### config.mk
export PLATFORM = sky130hd
export DESIGN_NAME = barrel_thread_picker
export DESIGN_NICKNAME = d
export VERILOG_FILES = /design/src/rtl/barrel_thread_picker.sv
export SDC_FILE = /design/constraint.sdc
export NUM_CORES = 1
export LEC_CHECK = 0
export BUFFER_PORTS_ARGS = -buffer_cell sky130_fd_sc_hd__buf_2
export CAP_MARGIN = 20
export CORE_MARGIN = 2
export CORE_UTILIZATION = 35
export CTS_CLUSTER_SIZE = 40
export DETAILED_ROUTE_END_ITERATION = 10
export PLACE_DENSITY_LB_ADDON = 0.12
export RECOVER_POWER = 100
export SYNTH_ARGS = -nofsm -noshare
export SYNTH_HDL_FRONTEND = slang
export SYNTH_SLANG_ARGS = --single-unit
### constraint.sdc
create_clock -name clk -period 11 [get_ports clk]
set_input_delay 1.1 -clock clk [delete_from_list [all_inputs] [get_ports clk]]
set_output_delay 1.1 -clock clk [all_outputs]
set_load 0.02 [all_outputs]
### src/rtl/barrel_thread_picker.sv
module barrel_thread_picker #(
  parameter int MUL_LAT = 5,
  parameter int FP_LAT  = 6
) (
  input  logic        clk,
  input  logic        rst,
  input  logic [7:0]  thr_ready,
  input  logic [15:0] thr_op,
  input  logic [7:0]  thr_fp_dep,
  input  logic        div_done,
  output logic [3:0]  grant_lo,
  output logic        valid_lo,
  output logic [3:0]  grant_hi,
  output logic        valid_hi
);
  localparam int MAXLAT = (MUL_LAT > FP_LAT) ? MUL_LAT : FP_LAT;
  localparam int CW = $clog2(MAXLAT + 1);
  localparam logic [CW-1:0] MUL_LOAD = CW'(MUL_LAT - 1);
  localparam logic [CW-1:0] FP_LOAD  = CW'(FP_LAT - 1);
  localparam logic [1:0] OP_MUL = 2'd1, OP_DIV = 2'd2, OP_FP = 2'd3;

  logic [CW-1:0] mul_cnt [8];
  logic [CW-1:0] fp_cnt  [8];
  logic          div_busy;
  logic [2:0]    div_owner;
  logic [1:0]    ptr_lo, ptr_hi;
  logic [7:0]    is_mul, is_div, is_fp, elig, grant_all;
  logic [3:0]    elig_hi;
  logic          lo_div, div_issue;
  logic [2:0]    div_pick;

  function automatic logic [3:0] rr_pick(input logic [3:0] req, input logic [1:0] ptr);
    logic [1:0] idx;
    rr_pick = '0;
    for (int k = 3; k >= 0; k--) begin
      idx = ptr + 2'(k);
      if (req[idx]) rr_pick = 4'b0001 << idx;
    end
  endfunction

  function automatic logic [1:0] enc4(input logic [3:0] oh);
    enc4 = {oh[3] | oh[2], oh[3] | oh[1]};
  endfunction

  always_comb begin
    for (int t = 0; t < 8; t++) begin
      is_mul[t] = thr_op[2*t +: 2] == OP_MUL;
      is_div[t] = thr_op[2*t +: 2] == OP_DIV;
      is_fp[t]  = thr_op[2*t +: 2] == OP_FP;
      elig[t]   = thr_ready[t] && (mul_cnt[t] == '0)
                  && !(div_busy && div_owner == 3'(t))
                  && !(is_div[t] && div_busy)
                  && !(is_fp[t] && thr_fp_dep[t] && fp_cnt[t] != '0);
    end
  end

  assign grant_lo  = rr_pick(elig[3:0], ptr_lo);
  assign lo_div    = |(grant_lo & is_div[3:0]);
  assign elig_hi   = elig[7:4] & ~(is_div[7:4] & {4{lo_div}});
  assign grant_hi  = rr_pick(elig_hi, ptr_hi);
  assign valid_lo  = |grant_lo;
  assign valid_hi  = |grant_hi;
  assign grant_all = {grant_hi, grant_lo};
  assign div_issue = |(grant_all & is_div);
  assign div_pick  = lo_div ? {1'b0, enc4(grant_lo)} : {1'b1, enc4(grant_hi)};

  always_ff @(posedge clk) begin
    if (rst) begin
      ptr_lo    <= '0;
      ptr_hi    <= '0;
      div_busy  <= 1'b0;
      div_owner <= '0;
      for (int t = 0; t < 8; t++) begin
        mul_cnt[t] <= '0;
        fp_cnt[t]  <= '0;
      end
    end else begin
      if (valid_lo) ptr_lo <= enc4(grant_lo) + 2'd1;
      if (valid_hi) ptr_hi <= enc4(grant_hi) + 2'd1;
      if (div_issue) begin
        div_busy  <= 1'b1;
        div_owner <= div_pick;
      end else if (div_done) begin
        div_busy <= 1'b0;
      end
      for (int t = 0; t < 8; t++) begin
        if (grant_all[t] && is_mul[t]) mul_cnt[t] <= MUL_LOAD;
        else if (mul_cnt[t] != '0)     mul_cnt[t] <= mul_cnt[t] - 1'b1;
        if (grant_all[t] && is_fp[t])  fp_cnt[t]  <= FP_LOAD;
        else if (fp_cnt[t] != '0)      fp_cnt[t]  <= fp_cnt[t] - 1'b1;
      end
    end
  end

  AST_ONE_PER_GROUP: assert property (@(posedge clk) disable iff (rst)
    $onehot0(grant_lo) && $onehot0(grant_hi));
  AST_READY_ONLY: assert property (@(posedge clk) disable iff (rst)
    (grant_all & ~thr_ready) == 8'd0);
  AST_DIV_GROUP_ORDER: assert property (@(posedge clk) disable iff (rst)
    !(lo_div && |(grant_hi & is_div[7:4])));
  AST_DIV_SINGLE: assert property (@(posedge clk) disable iff (rst)
    (!$past(rst) && $past(div_issue)) |-> !div_issue);

  generate
    if (MUL_LAT > 1) begin : g_mul_chk
      AST_MUL_SAME_THREAD: assert property (@(posedge clk) disable iff (rst)
        (!$past(rst) && |$past(grant_all & is_mul)) |-> (($past(grant_all & is_mul) & grant_all) == 8'd0));
    end
    if (FP_LAT > 1) begin : g_fp_chk
      AST_FP_DEP_GAP: assert property (@(posedge clk) disable iff (rst)
        !$past(rst) |-> (($past(grant_all & is_fp) & grant_all & is_fp & thr_fp_dep) == 8'd0));
    end
  endgenerate
endmodule

Word-level counts from Yosys, hierarchy flattened
Memories as Yosys holds them, arrays and structs flattened.
Index checks and enable logic that the tools add are counted.
Word-level totals
  logic and storage cells: 425
  register bits after elaboration: 8
  memories: 2
  memory bits (writable): 48
  output and inout bits: 10
Operators by class
  shift operators: 8
  mux-type cells: 173
  add/sub/neg operators: 24
  bitwise operators: 41
  reduce and logical (&&, ||, !) cells: 134
  $lt $le $gt $ge: 8
  equality and inequality tests: 31
Memory list
  fp_cnt: depth 8, bits a word 3, rd ports 8, clocked after Yosys merged registers in 0, wr ports 8, line 23  | logic [CW-1:0] fp_cnt [8];
  mul_cnt: depth 8, bits a word 3, rd ports 8, clocked after Yosys merged registers in 0, wr ports 8, line 22  | logic [CW-1:0] mul_cnt [8];
Operators by type and width (number)
  1-bit 2-to-1 mux: 124
  3-bit 2-to-1 mux: 33
  1-bit logical AND: 80
  3-bit nonzero test: 16
  3-bit by 1-bit subtractor with 3-bit output, second input constant: 16
  1-bit bitwise OR: 36
  2-bit equality test, second input constant: 16
  4-bit 2-to-1 mux: 8
  1-bit by 2-bit << shifter with 4-bit output, first input constant: 8
  3-bit logical NOT: 9
  1-bit logical NOT: 24
  2-bit by 3-bit less-than comparator with 1-bit output, second input constant: 8
  1-bit binary-select mux with 2-bit select: 8
  2-bit by 1-bit equality test with 1-bit output, second input constant: 8
  4-bit AND: 3
  3-bit equality test, second input constant: 4
  4-bit OR reduction: 3
  2-bit by 1-bit adder with 2-bit output, second input constant: 4
  2-bit adder, second input constant: 4
  8-bit AND: 1
  8-bit OR reduction: 1
  3-bit by 2-bit equality test with 1-bit output, second input constant: 2
  4-bit NOT: 1
  3-bit by 1-bit equality test with 1-bit output, second input constant: 1
  2-bit nonzero test: 1

Depth between registers and ports, before layout
Gate-level depths: netlist of run 1.
  depth after elaboration: 29
  gate-level depth with buffers: 18
  gate-level depth less buffers: 16

Worst setup path before layout of run 1
Ideal clock, no wire load.
  path type: input -> output
  start point: input thr_ready[2]
  end point: output valid_hi
  required time: 9.900 ns
  slack: 6.070 ns
  stages: 11
  arrival: 3.830 ns
  buffers on the path: 0
  cells stage by stage: and3b_1 > nand4_1 > mux2i_2 > o21bai_4 > a2111oi_1 > a221oi_2 > o21ai_4 > nor3b_1 > o31a_1 > mux2_2 > or3_1
Between the ends
  longest elaborated chain between the ends: 22
RTL lines
  start: declaration: line 7  | input logic [7:0] thr_ready,
  1-bit logical AND *: line 50  | elig[t] = thr_ready[t] && (mul_cnt[t] == '0)
  1-bit logical AND *: line 51  | && !(div_busy && div_owner == 3'(t))
  1-bit logical AND *: line 52  | && !(is_div[t] && div_busy)
  1-bit logical AND *: line 53  | && !(is_fp[t] && thr_fp_dep[t] && fp_cnt[t] != '0);
  1-bit binary-select mux with 2-bit select: line 37  | if (req[idx]) rr_pick = 4'b0001 << idx;
  1-bit 2-to-1 mux (implied by the code): line 37
  4-bit 2-to-1 mux (3 in a row): line 37
  4-bit 2-to-1 mux *: line 37
  (+3 left out)
  4-bit NOT *: line 59  | assign elig_hi = elig[7:4] & ~(is_div[7:4] & {4{lo_div}});
  4-bit AND *: line 59
  1-bit binary-select mux with 2-bit select: line 37
  1-bit 2-to-1 mux (implied by the code): line 37
  4-bit 2-to-1 mux (3 in a row): line 37
  4-bit 2-to-1 mux *: line 37
  net grant_hi[0]: line 13  | output logic [3:0] grant_hi,
  4-bit OR reduction *: line 62  | assign valid_hi = |grant_hi;
  end: declaration: line 14  | output logic valid_hi
The timed path passes the listed nets; every way through them passes the cells marked *. The select of a mux whose other input is x is not followed.

Worst setup path in the final report of run 1
  start point: register ptr_lo[0]
  end point: output valid_hi
Between the ends
  longest elaborated chain between the ends: 19
RTL lines
  start: declaration: line 26  | logic [1:0] ptr_lo, ptr_hi;
  start signal: assignment: line 78  | if (valid_lo) ptr_lo <= enc4(grant_lo) + 2'd1;
  2-bit adder: line 36  | idx = ptr + 2'(k);
  1-bit binary-select mux with 2-bit select: line 37
  1-bit 2-to-1 mux (implied by the code): line 37
  4-bit 2-to-1 mux (3 in a row): line 37
  4-bit 2-to-1 mux *: line 37
  4-bit AND *: line 58  | assign lo_div = |(grant_lo & is_div[3:0]);
  4-bit OR reduction *: line 58
  4-bit AND *: line 59
  4-bit NOT *: line 59
  4-bit AND *: line 59
  1-bit binary-select mux with 2-bit select: line 37
  1-bit 2-to-1 mux (implied by the code): line 37
  4-bit 2-to-1 mux (3 in a row): line 37
  4-bit 2-to-1 mux *: line 37
  4-bit OR reduction *: line 62
Every way passes the cells marked *; elsewhere a longest branch is shown, timed or not. The select of a mux whose other input is x is not followed.

==> impl_metrics.ini, run 1 <==
[route]
drt_iter0_drc = 311
ant_nets = 0
vias_per_cell = 5.43
detail_route.wl_per_cell_um = 15.4
dr_total_vias = 3992
dr.pass1.iters = 4
drc = 0
wirelength_mm = 11.3

[cells_and_area]
final-seq-area_mm2 = 0.00160
n_fill_cell = 1379
final_util_pct = 39.7
area_growth_pct = 10.1
num-nets-final = 639
antenna-diode-count = 0
multi_input_area_mm2 = 0.00291
final_area_mm2 = 0.00530
fin_cells = 735
drive_above_1_share_pct = 14.0

[die]
initial_core_util_pct = 36.1
die_w_um = 121
die_y_um = 121
num_rows = 42
core_area_mm2 = 0.0133
dieArea_mm2 = 0.0147
ios = 45

[clocking]
clk-insertion-delay-late_ps = 310
cts_setup_buffers = 0
cts_buffers = 5
clk_pin_slew_worst_paths_ps = 80
cts_hold_buffers = 0
htreeDepth = 2
cts_tree = yes
cts.sinks = 56
cts_buffer_depth = 2
root_buffer = clkbuf_16
post_cts_resized = 0

[sta]
hold_viol_final = 0
layout_setup_ws_ps = 3390
timing.final.crit_share_pct = 69.2
fmax_ghz = 0.131
worst_pin_slew_ps = 1580
maxSlewHeadroom_pct = -6.33
whs_ps = 555
finalSetupViolCount = 0
min_period_ps = 7610
rsz0062_at_grt = false
slew_violations = 12
skew_ps = 9.08
fin_setup_tns_ps = 0

[power]
sequentialPowerShare_pct = 26.1
p_sw_mw = 0.763
power_density_mw_per_mm2 = 300
report.power.total_mw = 1.59
clock_power_share_pct = 10.7
ir_drop_uv = 160
leakage_nw = 2.04
intPower_mw = 0.824
p_comb_share_pct = 63.2
netSwitchingFraction_pct = 48.1

[worst_setup_path]
path_buf_inv = 3
endpoint_kind = output pin
cp_slowest_cell = a311oi_1
rrSetupSlack_ps = 4550
startpoint_type = flip-flop
arrival_ps = 6510
critPathKind = flip-flop to output pin
cp_max_fo = 20
crit_required_ps = 9900
slowest_delay_ps = 1190
path_delay_family = compound AO/OA/AOI/OAI gates
path_cells = clkinv_1 > ha_1 > nand2b_1 > o22ai_1 > a311oi_1 > o2111ai_1 > o211ai_1 > nand2_1 > o31ai_1 > a221oi_1 > o31ai_1 > clkbuf_1 > or3_1 > clkbuf_1

[placement]
placed_area_mm2 = 0.00520
port_buffers = 44
hpwlAfterDp_mm = 8.73
dp_slack_ps = 4870
placedCellCount = 727
place.gp.congestion = 0.853

[status]
status = complete, but fails checks
failed_checks = capacitance limit, slew limit

[global_route]
overflow = 0
antenna_found_initial = 0
grt_pass1_vias = 3893
grt_pass1_wl_mm = 18.8
grt_max_degree = 65
grtUsageTotal_pct = 16.1

[min_path]
hp-class = flip-flop to flip-flop

[synth]
ys_ff_latch = 56
synth_warnings = 0
synthArstFlopShare_pct = 0
syn_inst = 520
synth_cell_types = 77
synth_edf_count = 48
syn-cell-area_mm2 = 0.00481
synth_nets = 601
avgSynthCellArea_um2 = 9.26
synthFlopType = edfxtp_1
ys_seq_area_share_pct = 33.3

[run]
drv_cap = 1
## placed cells by master, fill, tap and decap left out, types with 3 or more instances in the layout
cell type  Yosys  layout
buf_2          3      34
a21o_1         6       6
o21ai_1        4       3
nand2b_1      10      10
nand3_1       20      20
nand4b_1       9       9
ha_1          46      46
a31oi_1        5       5
or4_1          3       3
o21a_1         4       4
o21ai_0        6       7
a211oi_1       5       5
nor3b_1        5       5
mux2i_1        7       7
nor4b_1        6       6
nor2b_1       23      23
nand4_1        8       8
dfxtp_1        8       8
mux4_2         4       4
nand3b_1      17      17
nor3_1        15      15
inv_1         54      54
o31a_1         3       3
nor2_1        43      43
clkbuf_16      0       5
edfxtp_1      48      48
or2_2         14      14
a21oi_1       31      31
or3_1          3       3
nand2_1       30      31
clkbuf_1      10      11
o22ai_1        5       6
o211ai_1       5       6
## power groups by stage
| stage | clock network [mW] | logic (mW) | registers (mW) |
|---|---|---|---|
| floorplan | 0 | 0.808 | 0.394 |
| CTS | 0.176 | 1.04 | 0.415 |
| global route | 0.182 | 1.13 | 0.430 |
| detailed placement | 0 | 1.03 | 0.420 |
| global placement | 0 | 1.02 | 0.417 |
| finish | 0.170 | 1.00 | 0.415 |
## flip-flops by register name (all words and copies together) (netlist names)
signal / flops
div_owner: 3
ptr_lo: 2
mul_cnt: 24
ptr_hi: 2
div_busy: 1
fp_cnt: 24
## metal layers
metal,wire length [um],vias to the layer above,GRT usage [%]
met1,5220,1893,20.2
met5,0,-,0
li1,-,2006,-
met3,526,15,3.29
met4,196,0,5.75
met2,5400,78,27.3
## path summary, 6_finish.rpt
kind,from,endpoint,cells past startpoint
worst min-delay path,mul_cnt[0][0]$_SDFFCE_PN0P_,mul_cnt[0][0]$_SDFFCE_PN0P_,1
worst max-delay path,ptr_lo[0]$_SDFFE_PP0P_,valid_hi,14
worst max register to register,ptr_lo[0]$_SDFFE_PP0P_,fp_cnt[1][7]$_SDFFCE_PP0P_,14
worst min register to register,mul_cnt[0][0]$_SDFFCE_PN0P_,mul_cnt[0][0]$_SDFFCE_PN0P_,1
## cells in the mapped netlist (all sizes together) (4+ instances only)
master | instances | area, um2
a211oi | 5 | 37.5
a21o | 6 | 45.0
a21oi | 31 | 155
a31oi | 5 | 31.3
buf | 5 | 30.0
clkbuf | 10 | 37.5
dfxtp | 8 | 160
edfxtp | 48 | 1440
ha | 46 | 576
inv | 54 | 203
mux2i | 8 | 83.8
mux4 | 4 | 90.1
nand2 | 31 | 119
nand2b | 10 | 62.6
nand3 | 21 | 118
nand3b | 17 | 128
nand4 | 9 | 71.3
nand4b | 9 | 78.8
nor2 | 44 | 168
nor2b | 23 | 144
nor3 | 15 | 75.1
nor3b | 5 | 37.5
nor4b | 6 | 52.6
o2111ai | 4 | 58.8
o211ai | 7 | 62.6
o21a | 5 | 38.8
o21ai | 13 | 91.3
o22ai | 7 | 63.8
or2 | 14 | 87.6
## layout make-up
| type | count | share of cell area [%] |
|---|---|---|
| Clock buffer | 5 | 2.36 |
| Clock inverter | 3 | 0.448 |
| Inverter | 55 | 3.89 |
| Multi-Input combinational cell | 394 | 54.8 |
| Sequential cell | 56 | 30.2 |
| Tap cell | 176 | 4.15 |
| Timing Repair Buffer | 46 | 4.13 |
## logic make-up (layout without fill, tap and decap cells)
group,Yosys count,count (layout),synth area share [%]
AO/OA/AOI/OAI,113,113,18.5
multiplexers,15,15,4.31
AND/OR/NAND/NOR,220,220,26.3
buffers and inverters,70,109,5.69
flip-flops,56,56,33.3
adder cells (fa/ha/maj),46,46,12.0
## worst reg2reg max path, cell delays in order (launching register included)
cell and delay [ps]:
dfxtp_1 760, clkinv_1 540, ha_1 670, nand2b_1 160
o22ai_1 90, a311oi_1 1190, o2111ai_1 330, o211ai_1 240
nand2_1 170, o31ai_1 790, a221oi_1 150, o31ai_1 290
clkbuf_1 410, a31oi_1 210, nor3b_1 170
Power figures use the tool's default switching activity.
==> run 2, diff against run 1 <==
==> constraint.sdc (replaced) <==
create_clock -name clk -period 6.74 [get_ports clk]
set_input_delay 0.674 -clock clk [delete_from_list [all_inputs] [get_ports clk]]
set_output_delay 0.674 -clock clk [all_outputs]
set_load 0.02 [all_outputs]
==> impl_metrics.ini, run 2 (synthesized netlist as in run 1, its figures left out) <==
[cells_and_area]
area_growth_pct = 11.1
final_cell_mix = inv_1, edfxtp_1, ha_1
final_common_cell = inv_1
num-nets-final = 639
top_regs = fp_cnt (24), mul_cnt (24), div_owner (3)
antenna-diode-count = 0
drive_above_1_share_pct = 15.0
final_area_mm2 = 0.00535

[sta]
timing.final.crit_share_pct = 91.6
worst_pin_slew_ps = 892
layout_setup_ws_ps = 564
skew_ps = 8.32
hold_viol_final = 0
fmax_ghz = 0.162
min_period_ps = 6180
rsz0062_at_grt = false
finalSetupViolCount = 0
slew_violations = 0
maxSlewHeadroom_pct = 39.9
fin_setup_tns_ps = 0

[clocking]
clk-insertion-delay-late_ps = 310
cts.sinks = 56
cts_buffers = 5
cts_tree = yes
cts_buffer_depth = 2
cts_setup_buffers = 0
post_cts_resized = 0
root_buffer = clkbuf_16
cts_hold_buffers = 0
htreeDepth = 2
clk_pin_slew_worst_paths_ps = 70

[status]
status = complete, no violations

[min_path]
hp-class = flip-flop to flip-flop

[die]
dieArea_mm2 = 0.0147
die_w_um = 121
die_y_um = 121
ios = 45
num_rows = 42
initial_core_util_pct = 36.1
core_area_mm2 = 0.0133

[power]
power_density_mw_per_mm2 = 495
ir_drop_uv = 298
leakage_nw = 2.07

[route]
ant_nets = 0
wirelength_mm = 11.4
detail_route.wl_per_cell_um = 15.5
drt_iter0_drc = 264
drc = 0
dr.pass1.iters = 4
dr_total_vias = 4000
vias_per_cell = 5.44

[worst_setup_path]
critPathKind = flip-flop to output pin
startpoint_type = flip-flop
arrival_ps = 5500
endpoint_kind = output pin
crit_required_ps = 6070
cp_max_fo = 20

[global_route]
grt_pass1_wl_mm = 18.7
overflow = 0
grt_pass1_vias = 3826
antenna_found_initial = 0
grt_max_degree = 65
grtUsageTotal_pct = 16.1

[placement]
place.gp.congestion = 0.906
hpwlAfterDp_mm = 8.86
placed_area_mm2 = 0.00520
port_buffers = 44
dp_slack_ps = 959

[run]
drv_cap = 0
## run 2: worst max-delay path: stages, from the launching register on
cell and delay [ps]:
dfxtp_1 800, clkinv_1 560, ha_1 680, nand2b_1 160, o22ai_1 100, a311oi_2 750, o2111ai_1 270, o211ai_1 220
nand2_2 150, o31ai_4 410, nand2b_1 90, o31a_1 140, mux2_2 330, or3_1 360, clkbuf_2 160
## run 2: cell type report
class / count / area [um2]
inverter: 55 / 206
multi-input combinational: 394 / 2930
clock inverter: 3 / 46.3
tap: 176 / 220
fill: 1380 / 8000
sequential: 56 / 1600
timing repair buffer: 46 / 224
clock buffer: 5 / 125
## run 2: power breakdown
group / leakage (nW) / total [mW] / internal [mW] / switching, mW
Combinational: 1.39 / 1.66 / 0.644 / 1.02
Clock: 0.0804 / 0.311 / 0.177 / 0.134
Sequential: 0.599 / 0.679 / 0.584 / 0.0948
## run 2: worst paths after layout
path	startpoint	end	slack [ps]	depth (start not counted)
hold / removal	mul_cnt[0][6]$_SDFFCE_PN0P_	mul_cnt[0][6]$_SDFFCE_PN0P_	560	1
hold reg to reg	mul_cnt[0][6]$_SDFFCE_PN0P_	mul_cnt[0][6]$_SDFFCE_PN0P_	560	1
setup reg to reg	ptr_lo[0]$_SDFFE_PP0P_	div_owner[1]$_SDFFE_PP0P_	1300	14
setup / recovery	ptr_lo[0]$_SDFFE_PP0P_	valid_hi	560	14
## run 2: per-layer routing
layer,global-route usage (%),routed length (um),vias to the layer above
met5,0,0,-
li1,-,-,1995
met1,20.8,5200,1891
met2,27.0,5480,94
met3,2.82,474,20
met4,5.53,246,0
## run 2: per-stage QoR
step	instances	util [%]	total power, mW	hold WS (ps)
after floorplan	520	-	1.96	525
after global placement	727	39.0	2.34	544
after detailed placement	727	39.0	2.37	547
after CTS	735	40.3	2.70	557
after global routing	735	40.1	2.91	581
final	735	40.1	2.65	556
==> run 3, diff against run 2 <==
--- a/config.mk
+++ b/config.mk
@@ -13,6 +13,7 @@
 export DETAILED_ROUTE_END_ITERATION = 10
 export PLACE_DENSITY_LB_ADDON = 0.12
 export RECOVER_POWER = 100
+export REMOVE_ABC_BUFFERS = 1
 export SYNTH_ARGS = -nofsm -noshare
 export SYNTH_HDL_FRONTEND = slang
 export SYNTH_SLANG_ARGS = --single-unit
==> impl_metrics.ini, run 3 (synthesized netlist as in run 1, its figures left out) <==
[cells_and_area]
antenna-diode-count = 0
drive_above_1_share_pct = 14.8
area_growth_pct = 10.7
n_fill_cell = 1350
top_regs = fp_cnt (24), mul_cnt (24), div_owner (3)
num-nets-final = 639
final_common_cell = inv_1
final_cell_mix = inv_1, edfxtp_1, ha_1

[worst_setup_path]
endpoint_kind = output pin
rrSetupSlack_ps = 1310
reg2reg_depth = 14
reg2reg_from = ptr_lo[0]$_SDFFE_PP0P_
arrival_ps = 5440
crit_required_ps = 6070
r2r_end = fp_cnt[1][5]$_DFFE_PP_
cp_max_fo = 20
critPathKind = flip-flop to output pin
startpoint_type = flip-flop

[route]
dr_total_vias = 3937
detail_route.wl_per_cell_um = 15.2
dr.pass1.iters = 5
wirelength_mm = 11.2
drc = 0
vias_per_cell = 5.36
drt_iter0_drc = 210
ant_nets = 0

[clocking]
root_buffer = clkbuf_16
cts_tree = yes
cts_buffer_depth = 2
clk_pin_slew_worst_paths_ps = 80
cts_hold_buffers = 0
htreeDepth = 2
cts_setup_buffers = 0
clk-insertion-delay-late_ps = 310
cts_buffers = 5
cts.sinks = 56
post_cts_resized = 0

[sta]
fin_setup_tns_ps = 0
whs_ps = 558
skew_ps = 9.82
slew_violations = 0
min_period_ps = 6110
hold_viol_final = 0
worst_pin_slew_ps = 902
finalSetupViolCount = 0
fmax_ghz = 0.164
maxSlewHeadroom_pct = 39.3
rsz0062_at_grt = false
timing.final.crit_share_pct = 90.7

[power]
intPower_mw = 1.38
leakage_nw = 2.06
netSwitchingFraction_pct = 47.5
power_density_mw_per_mm2 = 492
p_sw_mw = 1.24
p_comb_share_pct = 63.3
ir_drop_uv = 314
clock_power_share_pct = 10.7
sequentialPowerShare_pct = 26.0

[placement]
hpwlAfterDp_mm = 8.59
place.gp.congestion = 0.897
port_buffers = 44

[global_route]
overflow = 0
grtUsageTotal_pct = 15.8
grt_pass1_wl_mm = 18.4
grt_max_degree = 37
grt_pass1_vias = 3778
antenna_found_initial = 0

[die]
initial_core_util_pct = 36.1
num_rows = 42
ios = 45
die_y_um = 121
core_area_mm2 = 0.0133
dieArea_mm2 = 0.0147
die_w_um = 121

[status]
status = complete, no violations

[min_path]
hp-start = mul_cnt[0][6]$_SDFFCE_PN0P_
hold-path-endpoint = mul_cnt[0][6]$_SDFFCE_PN0P_
holdPathStages = 1
hp-class = flip-flop to flip-flop

[run]
drv_cap = 0
-- run 3: cell types whose count changed in the layout (fill, tap and decap cells not counted), sizes merged --
cell / change
clkinvlp: +1
bufinv: -1
buf: +1
inv: -1
-- run 3: critical path: stages, from the launching register on --
cell and delay [ps]:
dfxtp_1 760, clkinv_1 520, ha_1 660, nand2b_1 160, o22ai_1 100, a311oi_2 710, o2111ai_1 270, o211ai_1 200
nand2_1 200, o31ai_4 430, nand2b_1 90, o31a_1 140, mux2_2 340, or3_1 360, buf_2 170
-- run 3: per-stage QoR --
step	setup WS [ps]	instances	util [%]	instance area [um2]	power, mW
after floorplan	1100	505	-	4750	1.94
after global placement	1180	727	39.0	5200	2.34
after detailed placement	1040	727	39.0	5200	2.36
after CTS	693	735	40.1	5360	2.66
after global routing	136	735	39.9	5330	2.87
final	627	735	39.9	5330	2.62
-- run 3: layer usage --
metal | vias to the layer above | global-route usage, % | wire [um]
li1 | 2000 | - | -
met4 | 0 | 6.97 | 423
met2 | 89 | 25.3 | 4920
met3 | 24 | 3.48 | 481
met5 | - | 0 | 0
met1 | 1824 | 20.4 | 5330
-- run 3: area by class of cell --
class | instances | area (um2) | area share (%)
Clock inverter | 2 | 15.0 | 0.282
Multi-Input combinational cell | 394 | 2930 | 54.9
Tap cell | 176 | 220 | 4.13
Timing Repair Buffer | 46 | 224 | 4.20
Inverter | 55 | 206 | 3.87
Clock buffer | 6 | 139 | 2.61
Sequential cell | 56 | 1600 | 30.0
-- run 3: worst max path at each step --
stage	startpoint	endpoint	slack (ps)
6_report	ptr_lo[0]$_SDFFE_PP0P_	valid_hi	630
5_1_grt	ptr_lo[0]$_SDFFE_PP0P_	valid_hi	140
4_1_cts	ptr_lo[0]$_SDFFE_PP0P_	valid_hi	690
3_5_place_dp	ptr_lo[0]$_SDFFE_PP0P_	valid_hi	1040
3_3_place_gp	ptr_lo[0]$_SDFFE_PP0P_	valid_hi	1180
2_1_floorplan	ptr_lo[0]$_SDFFE_PP0P_	valid_hi	1100
-- run 3: power by group through the flow --
stage          registers [mW]  logic, mW  clock network, mW
2_1_floorplan           0.657       1.28                  0
3_3_place_gp            0.684       1.65                  0
3_5_place_dp            0.689       1.67                  0
4_1_cts                 0.681       1.69              0.294
5_1_grt                 0.704       1.87              0.304
6_report                0.680       1.66              0.281
